`src/rtl/fp_sig_rounder.sv`:
```
module fp_sig_rounder #(
  parameter int SIG_W  = 24,
  parameter int XTRA_W = 8
) (
  input  logic                    clk,
  input  logic                    rst_n,
  input  logic                    in_valid,
  input  logic [SIG_W+XTRA_W-1:0] in_sig,
  input  logic                    in_sign,
  input  logic [2:0]              in_mode,
  output logic                    out_valid,
  output logic [SIG_W-1:0]        out_sig,
  output logic                    out_exp_inc,
  output logic                    out_inexact,
  output logic                    out_bad_mode
);
  localparam int TOT_W = SIG_W + XTRA_W;
  localparam logic [2:0] M_EVEN = 3'd0;
  localparam logic [2:0] M_ZERO = 3'd1;
  localparam logic [2:0] M_DOWN = 3'd2;
  localparam logic [2:0] M_UP   = 3'd3;
  localparam logic [2:0] M_AWAY = 3'd4;

  logic [SIG_W-1:0] kept;
  logic lsb, grd, rnd, stk, any_lost, bad, bump;
  logic [SIG_W:0] sum;

  assign kept = in_sig[TOT_W-1:XTRA_W];
  assign lsb  = kept[0];
  assign grd  = in_sig[XTRA_W-1];
  assign rnd  = in_sig[XTRA_W-2];

  generate
    if (XTRA_W == 3) begin : g_stk_one
      assign stk = in_sig[0];
    end else begin : g_stk_or
      assign stk = |in_sig[XTRA_W-3:0];
    end
  endgenerate

  assign any_lost = grd | rnd | stk;
  assign bad      = in_mode > M_AWAY;

  always_comb begin
    unique case (in_mode)
      M_EVEN:  bump = grd & (rnd | stk | lsb);
      M_ZERO:  bump = 1'b0;
      M_DOWN:  bump = in_sign & any_lost;
      M_UP:    bump = ~in_sign & any_lost;
      M_AWAY:  bump = grd;
      default: bump = 1'b0;
    endcase
  end

  assign sum = {1'b0, kept} + {{SIG_W{1'b0}}, bump};

  always_ff @(posedge clk or negedge rst_n) begin
    if (!rst_n) begin
      out_valid    <= 1'b0;
      out_sig      <= '0;
      out_exp_inc  <= 1'b0;
      out_inexact  <= 1'b0;
      out_bad_mode <= 1'b0;
    end else begin
      out_valid <= in_valid;
      if (in_valid) begin
        out_sig      <= sum[SIG_W] ? sum[SIG_W:1] : sum[SIG_W-1:0];
        out_exp_inc  <= sum[SIG_W];
        out_inexact  <= any_lost;
        out_bad_mode <= bad;
      end
    end
  end

  AST_ZERO_MODE_KEEPS: assert property (@(posedge clk) disable iff (!rst_n)
    (in_valid && in_mode == M_ZERO) |=> (out_sig == $past(kept) && !out_exp_inc));
  AST_BAD_MODE_RAW: assert property (@(posedge clk) disable iff (!rst_n)
    (in_valid && in_mode > M_AWAY) |=> (out_bad_mode && out_sig == $past(kept) && !out_exp_inc));
  AST_INEXACT_LOW: assert property (@(posedge clk) disable iff (!rst_n)
    in_valid |=> (out_inexact == $past(in_sig[XTRA_W-1:0] != '0)));
  AST_CARRY_SHAPE: assert property (@(posedge clk) disable iff (!rst_n)
    out_exp_inc |-> (out_sig[SIG_W-1] && out_sig[SIG_W-2:0] == '0));
  AST_EXACT_PASS: assert property (@(posedge clk) disable iff (!rst_n)
    (in_valid && in_sig[XTRA_W-1:0] == '0) |=> (out_sig == $past(kept) && !out_exp_inc));
  AST_IDLE_HOLD: assert property (@(posedge clk) disable iff (!rst_n)
    !in_valid |=> (!out_valid && $stable(out_sig) && $stable(out_exp_inc)));
  AST_VALID_FOLLOW: assert property (@(posedge clk) disable iff (!rst_n)
    in_valid |=> out_valid);
  AST_EVEN_NO_GUARD: assert property (@(posedge clk) disable iff (!rst_n)
    (in_valid && in_mode == M_EVEN && !in_sig[XTRA_W-1]) |=> (out_sig == $past(kept)));
endmodule

```
`config.mk`:
```
export PLATFORM = sky130hd
export DESIGN_NAME = fp_sig_rounder
export DESIGN_NICKNAME = d
export VERILOG_FILES = /design/src/rtl/fp_sig_rounder.sv
export SDC_FILE = /design/constraint.sdc
export NUM_CORES = 1
export LEC_CHECK = 0
export ABC_AREA = 1
export CORE_MARGIN = 5
export CORE_UTILIZATION = 45
export DETAILED_ROUTE_END_ITERATION = 10
export PLACE_DENSITY_LB_ADDON = 0.25
export RECOVER_POWER = 25
export SYNTH_ARGS = -nofsm -noshare
export SYNTH_HDL_FRONTEND = slang
export SYNTH_SLANG_ARGS = --single-unit
```
`constraint.sdc`:
```
create_clock -name clk -period 0.8 [get_ports clk]
set_input_delay 0.16 -clock clk [delete_from_list [all_inputs] [get_ports clk]]
set_output_delay 0.16 -clock clk [all_outputs]
set_load 0.01 [all_outputs]
```
After elaboration in Yosys (flattened, before gate mapping)
Index checks and enable logic that the tools add are counted.
- logic and storage cells: 22
- output and inout port bits: 28
- input port bits: 39
- flip-flop bits (word level): 28
- bitwise gates (word level): 8
- muxes and demuxes: 2
- eq/ne operators: 3
- $add $sub $neg: 1
- reduce and logical (&&, ||, !) cells: 2
- $lt $le $gt $ge: 1
- operator list (cell ; number):
    $add 24x1->25 ; 1
    $mux 24 ; 1
    $eq 3x2->1 const B ; 2
    $reduce_or 6->1 ; 1
    $or 1x1->1 ; 4
    $pmux 1 s4 ; 1
    $and 1x1->1 ; 3
    $eq 3x3->1 const B ; 1
    $gt 3x3->1 const B ; 1
    $logic_not 3->1 ; 1
    $not 1->1 ; 1

Logic depth before layout (Yosys ltp)
- depth after elaboration: 7
- mapped depth: 18
- depth with buffers taken out: 17

Worst setup path after synthesis
OpenSTA, ideal clock, no wires.
- path type: input to register
- from: input port in_sig[5]
- to: register out_sig[14]
- path buffers: 1
- library setup time: 127 ps
- slack: -1054 ps
- data required time: 673 ps
- data arrival time: 1728 ps
- stages: 18
- cells stage by stage: nor2_1 nand3_1 nor2_1 nand2_1 nand4_1 o21ai_0 ha_1 ha_1 nand2_2 nor2_4 nand2_4 nor2_8 nand3_4 nand2_4 inv_4 buf_6 nand2_2 nand3_1
- longest elaborated chain between the ends: 7
- elaborated cells between the ends (all ways): 10
- classes of those cells: add/sub: 1; mux: 2; bitwise: 6; reduce/logical: 1
- ends and longest elaborated chain (what ; RTL line ; RTL):
    from (decl) ; 8 ; input logic [SIG_W+XTRA_W-1:0] in_sig,
    $reduce_or 6->1 * ; 37 ; assign stk = |in_sig[XTRA_W-3:0];
    $or 1x1->1 (2 in series) ; 46 ; M_EVEN: bump = grd & (rnd | stk | lsb);
    $and 1x1->1 ; 46 ;
    $pmux 1 s4 * ; 45 ; unique case (in_mode)
    $add 24x1->25 * ; 55 ; assign sum = {1'b0, kept} + {{SIG_W{1'b0}}, bump};
    $mux 24 * ; 67 ; out_sig <= sum[SIG_W] ? sum[SIG_W:1] : sum[SIG_W-1:0];
    to (signal assigned) ; 67 ;
    to (decl) ; 12 ; output logic [SIG_W-1:0] out_sig,
Every way passes the cells marked *; elsewhere a longest branch is shown, timed or not.
A chain may end at the register's enable or synchronous reset.

Final worst setup path
- from: input port in_sig[5]
- to: register out_sig[22]
Same word-level chain as after synthesis.

==> metrics.txt <==
status=finished, violations left; failing checks=negative setup slack; post-route cell area=3400 µm²; post-synth cell types=30; Synth Area in XOR/XNOR=7.17%; Fin. Hold Viols=0; largest cells by area after synthesis=dfrtp_1 (38%), nand2_1 (19%), nor2_1 (5.7%), nand3_1 (5.2%), xor2_1 (4.3%); Final period util=219%; Post-synth EDFFs=0; max-cap violations=0; hold buffer count at CTS=0; via count=2283; Syn Nets=291; asr flop ratio synth=100%; min cycle time layout=1.75 ns; setup TNS=-27.60 ns; GRT Residual Overflow=0; die area=5450 µm²; Yosys top cell area share=38.2%; IO Count=67; first-pass GRT wire length=11.1 mm; Max Fclk=0.570 GHz; vias per inst=5.02; Required @ worst endpoint=0.98 ns; Worst setup SP type=primary input; register bit total from synthesis=28; worst setup margin=-0.955 ns; CP Cell Sequence=buf_6 -> nor2_4 -> nand3_2 -> nor2_2 -> nand2_1 -> nand4_1 -> o21ai_1 -> ha_2 -> ha_4 -> nand2_4 -> nor2_4 -> nand2_1 -> nor2_4 -> nand2_1 -> nand2_1 -> nand2_1 -> nand2_2 -> nand3_2; Layout area overhead=85.4%; slew at the pin closest to its max-slew limit=0.400 ns; H-Tree Depth=1; cells after synthesis=250; RSZ-0062 raised after global routing=true; ys flop type=dfrtp_1; Worst path max stage delay=0.24 ns; Post-Route WL=7.22 mm; Clock Latency Late Sink=0.28 ns; Die X=73.8 µm; vias in the first global route=2331; final hold slack=0.190 ns; total CTS buffers=3; DP Area=3100 µm²; Clk pin slew, worst setup/hold paths=0.10 ns; Syn. warnings=0; Worst Hold Class=primary input to flop; Syn Area/Cell=7.33 µm²; layout cells sized above 1=48.6%; # nets final=447; drt drc=0; effective utilization at floorplan=46.2%; slew margin rel.=73.2%; Peak VDD IR=780 µV; Mapped Area=1830 µm²; main combinational cell family by area after synthesis=simple AND/OR/NAND/NOR gates; root buffer cell=clkbuf_8; DR WL met3=516 µm; Slew Limit Fails=0; pin count of the biggest net entering global routing=29; FP Rows=23; CP most frequent cell=nand2_1; Max Fanout on Critical Path=4; complex-gate fraction of the synthesized area=2.53%; count leader, synth=nand2_1; flop-to-flop setup slack=-0.12 ns; mux contribution to synthesized area=0%; Detail Placement HPWL=4.51 mm; Antenna Cells=0; Longest Clk Path Bufs=2; largest area contributor in the netlist=dfrtp_1; Total GRT Usage=26.6%; Worst setup EP type=flop; Simple-Gate Fraction of Synth Area=45.2%; Port Buf Inserts=66; critical path class=primary input to flop; initial antenna violation count=0; Initial DRC Count=227; CTS tree=yes; highest routed layer=met4; Adder-Cell Fraction of Synth Area=1.37%; routed metal-1 wire length=2.66 mm; Final setup viols=53; Die Ht=73.8 µm; GPL Wtd Cong=0.912; Sink Count=28; routed length on met2=3.81 mm; WP data arrival=1.93 ns; clock skew=0 ns; drt first pass iters=4; PwrDens=1220 nW/µm²; CP max stage cell=ha_2; Synth top cells by count=nand2_1 (91), dfrtp_1 (28), nor2_1 (28), nand3_1 (19), inv_1 (15); core area=3970 µm²; Wirelength per Cell=15.9 µm; Seq/Total Area, Yosys=38.2%; Leak=1.77 nW; number of routed nets with antenna violations=0
cell usage in the layout, fill, tap and decap left out, drive strengths merged, types with 6 or more instances in the layout:
cell type,Yosys,layout
nand4,6,6
o21ai,8,8
nand2,99,99
clkdlybuf4s50,0,23
nor2,36,36
buf,2,125
xor2,9,9
inv,20,22
dfrtp,28,28
xnor2,6,6
nand3,21,21
layer usage:
metal | up-vias | global-route usage, %
met2 | 107 | 47.4
met3 | 25 | 3.69
met4 | 0 | 11.9
li1 | 1095 | -
met5 | - | 0
met1 | 1056 | 31.4
per-stage QoR:
step           setup WS (ns)  power [mW]  instances  util [%]
2_1_floorplan         -0.985        2.01        250         -
3_5_place_dp           -1.64        2.87        427      78.1
3_3_place_gp           -1.54        2.84        427      78.1
6_report              -0.955        4.13        455      85.6
4_1_cts               -0.935        4.01        448      81.5
5_1_grt                -1.10        4.32        455      85.6
report_power, final:
part           internal, mW  switching, mW
Sequential             1.54         0.0659
Clock                 0.672          0.475
Combinational         0.724          0.658
worst max-delay path: cells and delay by family:
kind / cells / cell delay [ns]
and+or+nand+nor: 14 / 1.19
adders and majority gates: 2 / 0.39
buffers and inverters: 1 / 0.08
AOI/OAI and AO/OA: 1 / 0.10
logic make-up (layout without fill, tap and decap cells):
logic type	after synthesis	in the layout
AND/OR/NAND/NOR	172	172
flip-flops	28	28
buffers and inverters	24	179
XOR/XNOR	15	15
AO/OA/AOI/OAI	9	9
adder cells (fa/ha/maj)	2	2
worst paths after layout:
path | start | to | depth (start not counted)
worst max-delay path | in_sig[5] | out_sig[22] | 18
worst min-delay path | in_mode[2] | out_bad_mode | 3
worst max register to register | out_exp_inc | out_exp_inc | 4
worst min register to register | out_sig[11] | out_sig[11] | 2
max in group asynchronous | rst_n | out_sig[6] | 2
min in group asynchronous | rst_n | out_sig[2] | 2
flip-flops by register name, summed over array words and instances (netlist names):
register / cells
out_bad_mode: 1
out_valid: 1
out_sig: 24
out_exp_inc: 1
out_inexact: 1
cell type report:
class                      instances  area [µm²]
clock buffer                       3        41.3
clock inverter                     1        30.0
fill                             204         573
inverter                          20        85.1
multi-input combinational        198        1250
sequential                        28         701
tap                               50        62.6
timing repair buffer             153        1200
timing repair inverter             2        20.0
what timing repair did:
item | CTS | global route
gates cloned | 2 | 0
resized for setup | 191 | 36
setup endpoints to repair | 55 | 55
setup buffers | 15 | 8
pin swaps | 21 | 21
No activity file was read; power rests on OpenSTA's default activity.
